<file path="src/rtl/pio_pkg.sv">
package pio_pkg;
  // control register bit positions
  localparam int CB_IE1   = 0;  // line 1 interrupt enable
  localparam int CB_EDGE1 = 1;  // line 1 active edge, 1 = rising
  localparam int CB_SEL   = 2;  // 1 = data register, 0 = direction register
  localparam int CB_IE2   = 3;  // line 2 irq enable / output level / pulse select
  localparam int CB_EDGE2 = 4;  // line 2 edge when input, level mode when output
  localparam int CB_DIR2  = 5;  // line 2 is output
  localparam int CB_FLAG2 = 6;
  localparam int CB_FLAG1 = 7;
  localparam int CTRL_RW_W = CB_DIR2 + 1;

  // offset layout: bit 1 picks the port, bit 0 picks the control register
  localparam int OFS_PORT_BIT = 1;
  localparam int OFS_CTRL_BIT = 0;
  localparam int NPORTS = 2;

  typedef enum logic [1:0] {
    L2_INPUT  = 2'b00,
    L2_STROBE = 2'b10,
    L2_LEVEL  = 2'b11
  } l2_mode_e;

  function automatic l2_mode_e l2_mode(input logic dir2, input logic edge2);
    if (!dir2)      return L2_INPUT;
    else if (edge2) return L2_LEVEL;
    else            return L2_STROBE;
  endfunction
endpackage

</file>
<file path="src/rtl/pio_edge_sync.sv">
module pio_edge_sync #(
  parameter int STAGES = 2
) (
  input  logic clk,
  input  logic rst_n,
  input  logic pin,
  output logic rise,
  output logic fall
);
  localparam int LAST = STAGES;

  logic [LAST:0] sh_q;
  logic [LAST:0] sh_d;

  always_comb begin
    sh_d = {sh_q[LAST-1:0], pin};
  end

  always_ff @(posedge clk or negedge rst_n) begin
    if (!rst_n) sh_q <= '0;
    else        sh_q <= sh_d;
  end

  // sh_q[LAST-1] is the synchronised level, sh_q[LAST] its previous value
  assign rise = sh_q[LAST-1] & ~sh_q[LAST];
  assign fall = ~sh_q[LAST-1] & sh_q[LAST];
endmodule

</file>
<file path="src/rtl/pio_port.sv">
module pio_port
  import pio_pkg::*;
#(
  parameter int DW          = 8,
  parameter int SYNC_STAGES = 2,
  parameter bit STROBE_EN   = 1'b1
) (
  input  logic          clk,
  input  logic          rst_n,
  input  logic          sel_data,
  input  logic          sel_ctrl,
  input  logic          rd,
  input  logic          wr,
  input  logic [DW-1:0] wdata,
  input  logic [DW-1:0] pin_in,
  input  logic          c1_pin,
  input  logic          c2_pin,
  output logic [DW-1:0] data_rdata,
  output logic [DW-1:0] ctrl_rdata,
  output logic [DW-1:0] pin_out,
  output logic [DW-1:0] pin_oe,
  output logic          c2_out,
  output logic          c2_oe,
  output logic          irq
);
  logic [DW-1:0]        ddr_q, ddr_d;
  logic [DW-1:0]        odr_q, odr_d;
  logic [CTRL_RW_W-1:0] ctrl_q, ctrl_d;
  logic                 f1_q, f1_d;
  logic                 f2_q, f2_d;
  logic                 stb_q, stb_d;

  logic wr_ddr, wr_odr, wr_ctl, rd_pdr;
  logic c1_rise, c1_fall, c2_rise, c2_fall;
  logic edge1, edge2;
  l2_mode_e mode;

  pio_edge_sync #(.STAGES(SYNC_STAGES)) u_sync1 (
    .clk(clk), .rst_n(rst_n), .pin(c1_pin), .rise(c1_rise), .fall(c1_fall)
  );
  pio_edge_sync #(.STAGES(SYNC_STAGES)) u_sync2 (
    .clk(clk), .rst_n(rst_n), .pin(c2_pin), .rise(c2_rise), .fall(c2_fall)
  );

  // access decode
  assign wr_ddr = wr & sel_data & ~ctrl_q[CB_SEL];
  assign wr_odr = wr & sel_data &  ctrl_q[CB_SEL];
  assign wr_ctl = wr & sel_ctrl;
  assign rd_pdr = rd & sel_data &  ctrl_q[CB_SEL];

  assign mode  = l2_mode(ctrl_q[CB_DIR2], ctrl_q[CB_EDGE2]);
  assign edge1 = ctrl_q[CB_EDGE1] ? c1_rise : c1_fall;
  assign edge2 = (mode == L2_INPUT) & (ctrl_q[CB_EDGE2] ? c2_rise : c2_fall);

  // next state: registers with explicit enables
  always_comb begin
    ddr_d  = ddr_q;
    odr_d  = odr_q;
    ctrl_d = ctrl_q;
    if (wr_ddr) ddr_d  = wdata;
    if (wr_odr) odr_d  = wdata;
    if (wr_ctl) ctrl_d = wdata[CTRL_RW_W-1:0];
  end

  // flags: a fresh edge wins over the clearing read
  always_comb begin
    f1_d = edge1 | (f1_q & ~rd_pdr);
    f2_d = edge2 | (f2_q & ~rd_pdr);
  end

  generate
    if (STROBE_EN) begin : g_strobe
      always_comb begin
        stb_d = stb_q;
        if (wr_ctl)                      stb_d = 1'b1;
        else if (mode != L2_STROBE)      stb_d = 1'b1;
        else if (rd_pdr)                 stb_d = 1'b0;
        else if (ctrl_q[CB_IE2] | edge1) stb_d = 1'b1;
      end

      p_strobe_low_r11: assert property (@(posedge clk) disable iff (!rst_n)
        (mode == L2_STROBE && rd_pdr && !wr_ctl) |=> !c2_out);

      p_pulse_restore_r12: assert property (@(posedge clk) disable iff (!rst_n)
        (mode == L2_STROBE && ctrl_q[CB_IE2] && !stb_q && !rd_pdr && !wr_ctl) |=> stb_q);
    end else begin : g_no_strobe
      always_comb stb_d = 1'b1;

      p_no_strobe_r13: assert property (@(posedge clk) disable iff (!rst_n)
        (mode == L2_STROBE && rd_pdr && !wr_ctl) |=> c2_out);
    end
  endgenerate

  always_ff @(posedge clk or negedge rst_n) begin
    if (!rst_n) begin
      ddr_q  <= '0;
      odr_q  <= '0;
      ctrl_q <= '0;
      f1_q   <= 1'b0;
      f2_q   <= 1'b0;
      stb_q  <= 1'b1;
    end else begin
      ddr_q  <= ddr_d;
      odr_q  <= odr_d;
      ctrl_q <= ctrl_d;
      f1_q   <= f1_d;
      f2_q   <= f2_d;
      stb_q  <= stb_d;
    end
  end

  // outputs
  assign pin_out    = odr_q;
  assign pin_oe     = ddr_q;
  assign c2_oe      = ctrl_q[CB_DIR2];
  assign c2_out     = (mode == L2_LEVEL) ? ctrl_q[CB_IE2] : stb_q;
  assign irq        = (f1_q & ctrl_q[CB_IE1]) |
                      (f2_q & ctrl_q[CB_IE2] & ~ctrl_q[CB_DIR2]);
  assign data_rdata = ctrl_q[CB_SEL] ? ((odr_q & ddr_q) | (pin_in & ~ddr_q)) : ddr_q;
  assign ctrl_rdata = DW'({f1_q, f2_q, ctrl_q});

  // assertions
  p_flag1_set_r5: assert property (@(posedge clk) disable iff (!rst_n)
    edge1 |=> f1_q);

  p_flag_clear_r7: assert property (@(posedge clk) disable iff (!rst_n)
    (rd_pdr && !edge1) |=> !f1_q);

  p_flag2_gated_r6: assert property (@(posedge clk) disable iff (!rst_n)
    (ctrl_q[CB_DIR2] && !f2_q) |=> !f2_q);

  p_flags_ro_r8: assert property (@(posedge clk) disable iff (!rst_n)
    (wr_ctl && !f1_q && !edge1) |=> !f1_q);
endmodule

</file>
<file path="src/rtl/pio_adapter.sv">
module pio_adapter
  import pio_pkg::*;
#(
  parameter int DW          = 8,
  parameter int SYNC_STAGES = 2
) (
  input  logic          clk,
  input  logic          rst_n,
  input  logic          cs,
  input  logic          rd,
  input  logic          wr,
  input  logic [1:0]    addr,
  input  logic [DW-1:0] wdata,
  output logic [DW-1:0] rdata,
  input  logic [DW-1:0] a_pin_in,
  output logic [DW-1:0] a_pin_out,
  output logic [DW-1:0] a_pin_oe,
  input  logic          a_ctl1,
  input  logic          a_ctl2_in,
  output logic          a_ctl2_out,
  output logic          a_ctl2_oe,
  output logic          a_irq,
  input  logic [DW-1:0] b_pin_in,
  output logic [DW-1:0] b_pin_out,
  output logic [DW-1:0] b_pin_oe,
  input  logic          b_ctl1,
  input  logic          b_ctl2_in,
  output logic          b_ctl2_out,
  output logic          b_ctl2_oe,
  output logic          b_irq
);
  // reset: asserted asynchronously, released on the clock
  logic [1:0] rst_sync_q;
  logic       core_rst_n;

  always_ff @(posedge clk or negedge rst_n) begin
    if (!rst_n) rst_sync_q <= 2'b00;
    else        rst_sync_q <= {rst_sync_q[0], 1'b1};
  end
  assign core_rst_n = rst_sync_q[1];

  logic [DW-1:0] pin_in_v  [NPORTS];
  logic [DW-1:0] pin_out_v [NPORTS];
  logic [DW-1:0] pin_oe_v  [NPORTS];
  logic [DW-1:0] data_rd_v [NPORTS];
  logic [DW-1:0] ctrl_rd_v [NPORTS];
  logic [NPORTS-1:0] c1_v, c2_in_v, c2_out_v, c2_oe_v, irq_v;
  logic [NPORTS-1:0] sel_data, sel_ctrl;

  assign pin_in_v[0] = a_pin_in;
  assign pin_in_v[1] = b_pin_in;
  assign c1_v        = {b_ctl1, a_ctl1};
  assign c2_in_v     = {b_ctl2_in, a_ctl2_in};

  generate
    for (genvar p = 0; p < NPORTS; p++) begin : g_port
      assign sel_data[p] = cs & (addr[OFS_PORT_BIT] == 1'(p)) & ~addr[OFS_CTRL_BIT];
      assign sel_ctrl[p] = cs & (addr[OFS_PORT_BIT] == 1'(p)) &  addr[OFS_CTRL_BIT];

      pio_port #(
        .DW(DW),
        .SYNC_STAGES(SYNC_STAGES),
        .STROBE_EN(p == 0)
      ) u_port (
        .clk        (clk),
        .rst_n      (core_rst_n),
        .sel_data   (sel_data[p]),
        .sel_ctrl   (sel_ctrl[p]),
        .rd         (rd),
        .wr         (wr),
        .wdata      (wdata),
        .pin_in     (pin_in_v[p]),
        .c1_pin     (c1_v[p]),
        .c2_pin     (c2_in_v[p]),
        .data_rdata (data_rd_v[p]),
        .ctrl_rdata (ctrl_rd_v[p]),
        .pin_out    (pin_out_v[p]),
        .pin_oe     (pin_oe_v[p]),
        .c2_out     (c2_out_v[p]),
        .c2_oe      (c2_oe_v[p]),
        .irq        (irq_v[p])
      );
    end
  endgenerate

  always_comb begin
    rdata = '0;
    if (cs && rd) begin
      if (addr[OFS_CTRL_BIT]) rdata = ctrl_rd_v[addr[OFS_PORT_BIT]];
      else                    rdata = data_rd_v[addr[OFS_PORT_BIT]];
    end
  end

  assign a_pin_out  = pin_out_v[0];
  assign a_pin_oe   = pin_oe_v[0];
  assign a_ctl2_out = c2_out_v[0];
  assign a_ctl2_oe  = c2_oe_v[0];
  assign a_irq      = irq_v[0];
  assign b_pin_out  = pin_out_v[1];
  assign b_pin_oe   = pin_oe_v[1];
  assign b_ctl2_out = c2_out_v[1];
  assign b_ctl2_oe  = c2_oe_v[1];
  assign b_irq      = irq_v[1];

  p_idle_rdata_r1: assert property (@(posedge clk) disable iff (!core_rst_n)
    !(cs && rd) |-> (rdata == '0));
endmodule

</file>
<file path="config.mk">
export PLATFORM = sky130hd
export DESIGN_NAME = pio_adapter
export DESIGN_NICKNAME = d
export VERILOG_FILES = /design/src/rtl/pio_pkg.sv /design/src/rtl/pio_edge_sync.sv /design/src/rtl/pio_port.sv /design/src/rtl/pio_adapter.sv
export SDC_FILE = /design/constraint.sdc
export NUM_CORES = 1
export LEC_CHECK = 0
export BUFFER_PORTS_ARGS = -buffer_cell sky130_fd_sc_hd__buf_2
export CAP_MARGIN = 0
export CORE_ASPECT_RATIO = 1.4
export CORE_MARGIN = 1
export CORE_UTILIZATION = 50
export DETAILED_ROUTE_END_ITERATION = 8
export HOLD_SLACK_MARGIN = 0.05
export PLACE_DENSITY = 0.77
export SYNTH_ARGS = -nofsm -noshare
export SYNTH_HDL_FRONTEND = slang
export SYNTH_HIERARCHICAL = 1
export SYNTH_SLANG_ARGS = --single-unit
</file>
<file path="constraint.sdc">
create_clock -name clk -period 2.5 [get_ports clk]
set_input_delay 0 -clock clk [delete_from_list [all_inputs] [get_ports clk]]
set_output_delay 0 -clock clk [all_outputs]
set_load 0.1 [all_outputs]
</file>
==> reports/qor.txt, run 1 <==
====================================================================================
Clk buf depth                                                                      2
Largest cells by area after synthesis                                   sky130_fd_sc_hd__dfrtp_1 53%, sky130_fd_sc_hd__mux2_2 17%, sky130_fd_sc_hd__mux2i_1 6.1%
Yosys warning total                                                                6
Non-filler instance count after layout                                           404
Number of sinks handled by clock tree synthesis                                   63
Core Area                                                                 5610 sq um
Crit path max fanout                                                              21
Vias in the first global route                                                  2131
Count of input and output buffers                                                 80
Final Critical Period                                                        2.27 ns
Width of the die                                                             67.0 um
Class of the tightest hold or removal check                             primary input to register
Max Clk Rate                                                               0.441 GHz
Most common cell in the netlist                                         sky130_fd_sc_hd__dfrtp_1
Final Max Slew Viols                                                               0
Worst-Skew Late Latency                                                      0.35 ns
Number of instances in the synthesized netlist                                   236
DP HPWL                                                                      5.16 mm
Post-synthesis cell type count                                                    33
Global-route wire length before repair                                       10.8 mm
Top flip-flop cell by instance count after synthesis                    sky130_fd_sc_hd__dfrtp_1
Area grow syn2layout                                                           28.7%
Cell taking the most area after synthesis                               sky130_fd_sc_hd__dfrtp_1
Number of I/O pins                                                                81
Post-synth EDFFs                                                                   0
Drt drc                                                                            0
First-pass iteration count of the detailed router                                  4
Share of the core filled with cells                                            67.8%
Run status                                                              finished clean
Clock-pin slew on the worst setup and hold paths                             0.07 ns
Wire length after detailed routing                                           7.05 mm
Ant. Diodes                                                                        0
Required time reported for the critical path endpoint                        2.50 ns
Post-route setup TNS                                                            0 ns
TritonCTS clock tree                                                            done
RSZ-0062 raised after global routing                                              no
Per-cell via count in the routed design                                         5.50
Total via count in the routed design                                            2223
Critical Setup Path Class                                               register to output port
Worst stage delay on the critical path                                       0.78 ns
MaxCap Viol Count                                                                  0
Die Ht                                                                       92.9 um
Post-synth top area share                                                      52.5%
Total power divided by cell area                                        1220 nW/um^2
Final Hold Viols                                                                   0
Average instance area after synthesis                                     12.5 sq um
Standard-cell rows                                                                32
Pre-CTS setup slack                                                         0.586 ns
Endpoint kind of the worst setup timing path                             output port
Crit path DAT                                                                2.27 ns
Number of DRC violations after detailed-routing iteration 0                      116
TritonCTS buffer count                                                             9
Antenna violations before repair                                                   0
Clock tree root buffer cell                                             sky130_fd_sc_hd__clkbuf_8
Starting utilization of the core area                                          52.7%
Kind of cell with the highest combined delay on the critical path         flip-flops
Area of the mapped netlist                                                2950 sq um
Final GP Congestion                                                            0.841
Fin nets                                                                         366
Post-CTS setup buffer count                                                        0
Top cells by count, synth                                               62 x sky130_fd_sc_hd__dfrtp_1, 45 x sky130_fd_sc_hd__mux2_2, 18 x sky130_fd_sc_hd__mux2i_1
Number of nets with antenna violations after detailed routing                      0
Count of buffer and inverter cells on the critical path                            1
Post-synthesis register bit count                                                 63
Area enclosed by the die boundary                                         6220 sq um
Synthesized netlist net count                                                    271
Worst IR Drop VDD                                                           0.726 mV
Proportion of layout cells with a drive suffix above 1                         48.8%
Cell type of the slowest stage on the worst timing path                 sky130_fd_sc_hd__dfrtp_1
Leakage power total                                                          1.84 nW
Placed cells                                                                     374
Endpoints failing setup                                                            0
Post-synthesis sequential area ratio                                           53.4%
Transition time at the pin with the least slew margin                       0.851 ns
Post-route fraction of the period consumed by the critical path                90.8%
Remaining global-route overflow                                                    0
Final routed wire length divided by cell count                               17.4 um
Crit start category                                                         register
Worst Hold Margin                                                           0.102 ns
Headroom to the max-slew limit                                                 43.1%
Number of H-tree levels                                                            3
Fin Clk Skew                                                              0.00511 ns
Min setup slack post-route                                                  0.231 ns
All-Layer GR Usage                                                             24.9%
Ordered cell list for the critical path                                 a21oi_1 > a31oi_1 > mux2i_1 > o22ai_2 > buf_2
Maximum number of pins on one net before global-route repair                      33
Share of flip-flops with an asynchronous set or reset after synthesis           100%
====================================================================================
[stage by stage]
step           instance area, sq um  power (W)
6_report                       3800    0.00465
5_1_grt                        3800    0.00481
4_1_cts                        3800    0.00467
3_5_place_dp                   3420    0.00357
3_3_place_gp                   3420    0.00355
2_1_floorplan                  3000    0.00323
[cells by family after synthesis]
logic type | after synthesis | share of synthesized area (%)
AO/OA/AOI/OAI | 47 | 9.53
other | 1 | 0.127
buffers and inverters | 28 | 5.04
multiplexers | 63 | 23.3
AND/OR/NAND/NOR | 34 | 8.64
flip-flops | 63 | 53.4
[layout make-up]
type	instances	area, sq um
Fill cell	447	1800
Sequential cell	63	1580
Multi-Input combinational cell	145	1280
Timing Repair Buffer	96	556
Clock buffer	9	124
Clock inverter	7	121
Tap cell	68	85.1
Inverter	16	60.1
[registers in the layout, summed over array words and instances, names as in the netlist]
register and cells:
g_port.u_port/stb_q 1, g_port.u_port/pin_out 16, g_port.u_port/u_sync2/sh_q 6, g_port.u_port/f1_q 2, g_port.u_port/f2_q 2, g_port.u_port/ctrl_q 12
g_port.u_port/u_sync1/sh_q 6, g_port.u_port/pin_oe 16, rst_sync_q 2
[routing by layer]
metal | share of wire (%) | vias up | track usage (%)
met5 | 0 | - | 0
met4 | 2.8 | 0 | 13.8
met3 | 5.2 | 16 | 4.56
met2 | 52 | 74 | 40.3
met1 | 40 | 1093 | 30.6
li1 | - | 1040 | -
[cell usage in the layout, fill, tap and decap left out, types with 2 or more instances in the layout]
cell type and n:
sky130_fd_sc_hd__a21oi_1 16, sky130_fd_sc_hd__o22ai_2 8, sky130_fd_sc_hd__nor2b_1 6, sky130_fd_sc_hd__mux2i_1 18
sky130_fd_sc_hd__bufinv_16 3, sky130_fd_sc_hd__nand3_1 2, sky130_fd_sc_hd__nand2_1 8, sky130_fd_sc_hd__clkinvlp_4 3
sky130_fd_sc_hd__inv_1 16, sky130_fd_sc_hd__buf_2 80, sky130_fd_sc_hd__and2b_2 4, sky130_fd_sc_hd__clkbuf_8 9
sky130_fd_sc_hd__dfrtp_1 61, sky130_fd_sc_hd__nand3b_2 2, sky130_fd_sc_hd__o21ai_1 2, sky130_fd_sc_hd__nand3_4 2
sky130_fd_sc_hd__a31oi_1 16, sky130_fd_sc_hd__mux2_2 45, sky130_fd_sc_hd__buf_4 2, sky130_fd_sc_hd__dlygate4sd3_1 14
[path summary, 6_finish.rpt]
kind	from	to	slack (ns)	cells past startpoint
min	rd	g_port[1].u_port/f2_q	0.10	3
min in group asynchronous	rst_sync_q[1]	g_port[0].u_port/pin_out[4]	0.31	0
max reg2reg	g_port[0].u_port/ctrl_q[2]	g_port[0].u_port/pin_oe[1]	0.90	2
min reg2reg	rst_sync_q[1]	g_port[0].u_port/pin_out[4]	0.31	0
max in group asynchronous	rst_sync_q[1]	g_port[0].u_port/stb_q	1.44	1
max	g_port[0].u_port/ctrl_q[2]	rdata[7]	0.23	5
[what timing repair did]
item                      CTS  global route
gates resized for setup     0             0
hold buffers               14             0
hold endpoints to repair   50             0
[power by group]
part / switching, W / internal [W]
Combinational: 0.00167 / 0.000435
Sequential: 0.000237 / 0.00123
Clock: 0.000422 / 0.000663
Total: 0.00233 / 0.00233
[worst reg2reg max path: stages, from the launching register on]
cell and delay (ns):
sky130_fd_sc_hd__dfrtp_1 0.78, sky130_fd_sc_hd__nand3b_4 0.34, sky130_fd_sc_hd__mux2_2 0.36
(Power assumes the default switching activity.)
==> run 2: changes to the inputs <==
--- a/config.mk
+++ b/config.mk
@@ -12,7 +12,7 @@
 export CORE_UTILIZATION = 50
 export DETAILED_ROUTE_END_ITERATION = 8
 export HOLD_SLACK_MARGIN = 0.05
-export PLACE_DENSITY = 0.77
+export PLACE_DENSITY = 0.83
 export SYNTH_ARGS = -nofsm -noshare
 export SYNTH_HDL_FRONTEND = slang
 export SYNTH_HIERARCHICAL = 1
==> constraint.sdc (replaced) <==
create_clock -name clk -period 2.35 [get_ports clk]
set_input_delay 0 -clock clk [delete_from_list [all_inputs] [get_ports clk]]
set_output_delay 0 -clock clk [all_outputs]
set_load 0.1 [all_outputs]
==> run 2 against run 1 <==
Against the previous run:
- critical path depth stayed put
- cell area is 0.30% lower
- first-iteration DRC count is 43% lower
- clock power is 4% lower
- setup slack better by 0.051 ns
- sequential share of layout area is 0.19 points higher
- die area stayed put
- sequential power is 6% higher
- register-to-register slack better by 0.03 ns
- combinational power is 7% higher
- count of clock-buffer cells in the layout is 4 higher
==> reports/qor.txt, run 2 (synthesized netlist as in run 1, its figures left out) <==
==============================================================================
Run status                                                        finished clean
Non-filler instance count after layout                                     405
RSZ-0062 raised after global routing                                        no
Core Area                                                           5610 sq um
TritonCTS buffer count                                                       9
Max Clk Rate                                                         0.484 GHz
Endpoints failing setup                                                      0
Commonest non-fill, non-tap cells in the layout                   80 x sky130_fd_sc_hd__buf_2, 59 x sky130_fd_sc_hd__dfrtp_1, 45 x sky130_fd_sc_hd__mux2_2
Die Ht                                                                 92.9 um
Fin nets                                                                   367
Starting utilization of the core area                                    52.7%
Endpoint kind of the worst setup timing path                       output port
Global-route wire length before repair                                 11.1 mm
Final routed wire length divided by cell count                         17.3 um
Placed cells                                                               375
Final Hold Viols                                                             0
All-Layer GR Usage                                                       25.3%
Remaining global-route overflow                                              0
Number of H-tree levels                                                      3
Number of sinks handled by clock tree synthesis                             63
Maximum number of pins on one net before global-route repair                25
Total power divided by cell area                                  1280 nW/um^2
TritonCTS clock tree                                                      done
Fin Clk Skew                                                        0.00671 ns
Leakage power total                                                    1.84 nW
Number of nets with antenna violations after detailed routing                0
Final GP Congestion                                                      0.835
Area grow syn2layout                                                     28.3%
Antenna violations before repair                                             0
Clk buf depth                                                                2
Crit start category                                                   register
Final Max Slew Viols                                                         0
Clock tree root buffer cell                                       sky130_fd_sc_hd__clkbuf_8
MaxCap Viol Count                                                            0
Wire length after detailed routing                                     7.00 mm
Class of the tightest hold or removal check                       primary input to register
Ant. Diodes                                                                  0
Post-route setup TNS                                                      0 ns
First-pass iteration count of the detailed router                            4
Min setup slack post-route                                            0.283 ns
Transition time at the pin with the least slew margin                 0.565 ns
Worst IR Drop VDD                                                     0.968 mV
Crit path DAT                                                          2.07 ns
Post-route fraction of the period consumed by the critical path          88.0%
Drt drc                                                                      0
Post-CTS setup buffer count                                                  0
Vias in the first global route                                            2252
Count of input and output buffers                                           80
Final Critical Period                                                  2.07 ns
Required time reported for the critical path endpoint                  2.35 ns
Share of the core filled with cells                                      67.6%
Number of I/O pins                                                          81
Critical Setup Path Class                                         register to output port
Number of DRC violations after detailed-routing iteration 0                 66
Standard-cell rows                                                          32
Clock-pin slew on the worst setup and hold paths                       0.06 ns
Pre-CTS setup slack                                                   0.441 ns
Worst-Skew Late Latency                                                0.33 ns
Most common cell after layout, fill and taps aside                sky130_fd_sc_hd__buf_2
Crit path max fanout                                                        21
DP HPWL                                                                5.11 mm
Proportion of layout cells with a drive suffix above 1                   49.0%
Width of the die                                                       67.0 um
Per-cell via count in the routed design                                   5.64
Worst Hold Margin                                                    0.0681 ns
Area enclosed by the die boundary                                   6220 sq um
Headroom to the max-slew limit                                           62.3%
Total via count in the routed design                                      2283
==============================================================================
-- run 2: cell types whose count changed in the layout (fill, tap and decap cells not counted) --
cell                         before  now
sky130_fd_sc_hd__buf_4            2    3
sky130_fd_sc_hd__bufinv_16        3    2
sky130_fd_sc_hd__clkbuf_1         0    2
sky130_fd_sc_hd__clkbuf_8         9   11
sky130_fd_sc_hd__clkinv_2         0    1
sky130_fd_sc_hd__clkinv_4         1    0
sky130_fd_sc_hd__clkinvlp_4       3    0
sky130_fd_sc_hd__dfrtp_1         61   59
sky130_fd_sc_hd__dfrtp_2          1    3
-- run 2: what timing repair did --
item / 4_1_cts / 5_1_grt
gates resized for setup: 0 / 2
hold buffers: 14 / 0
setup endpoints to repair: 0 / 4
endpoints found under the hold margin: 50 / 0
-- run 2: path summary, 6_finish.rpt --
| check | startpoint | to | slack [ns] | depth (start not counted) |
|---|---|---|---|---|
| hold / removal | rd | g_port[1].u_port/f2_q | 0.07 | 3 |
| min in group asynchronous | rst_sync_q[1] | g_port[0].u_port/u_sync1/sh_q[0] | 0.19 | 0 |
| setup reg to reg | g_port[1].u_port/ctrl_q[2] | g_port[1].u_port/pin_oe[0] | 0.93 | 2 |
| setup / recovery | g_port[0].u_port/ctrl_q[2] | rdata[4] | 0.28 | 5 |
| hold reg to reg | rst_sync_q[1] | g_port[0].u_port/u_sync1/sh_q[0] | 0.19 | 0 |
| max in group asynchronous | rst_sync_q[1] | g_port[1].u_port/ctrl_q[2] | 1.50 | 1 |
-- run 2: power by group --
group	total (W)	internal, W	leakage [nW]	switching (W)
logic	0.00225	0.000464	0.983	0.00178
clock network	0.00104	0.000654	0.114	0.000388
registers	0.00156	0.00131	0.744	0.000250
total	0.00485	0.00243	1.84	0.00242
-- run 2: routing by layer --
layer / wire length, um / global-route usage [%]
met2: 3560 / 39.6
met5: 0 / 0
met3: 372 / 5.42
met1: 2890 / 32.7
met4: 172 / 12.6
-- run 2: area by class of cell --
type,count,area [sq um]
inverter,16,60.1
multi-input combinational,145,1280
tap,68,85.1
sequential,63,1580
clock inverter,3,65.1
timing repair buffer,97,563
fill,438,1810
clock buffer,13,159
-- run 2: critical path: stages (launching register included) --
cell	delay, ns
sky130_fd_sc_hd__dfrtp_2	0.60
sky130_fd_sc_hd__a21oi_1	0.14
sky130_fd_sc_hd__a31oi_1	0.25
sky130_fd_sc_hd__mux2i_1	0.15
sky130_fd_sc_hd__o22ai_2	0.15
sky130_fd_sc_hd__buf_2	0.45
-- run 2: through the flow --
stage | total power [W] | cell area (sq um)
3_3_place_gp | 0.00377 | 3420
5_1_grt | 0.00505 | 3790
6_report | 0.00485 | 3790
4_1_cts | 0.00488 | 3790
3_5_place_dp | 0.00381 | 3420
2_1_floorplan | 0.00344 | 3000
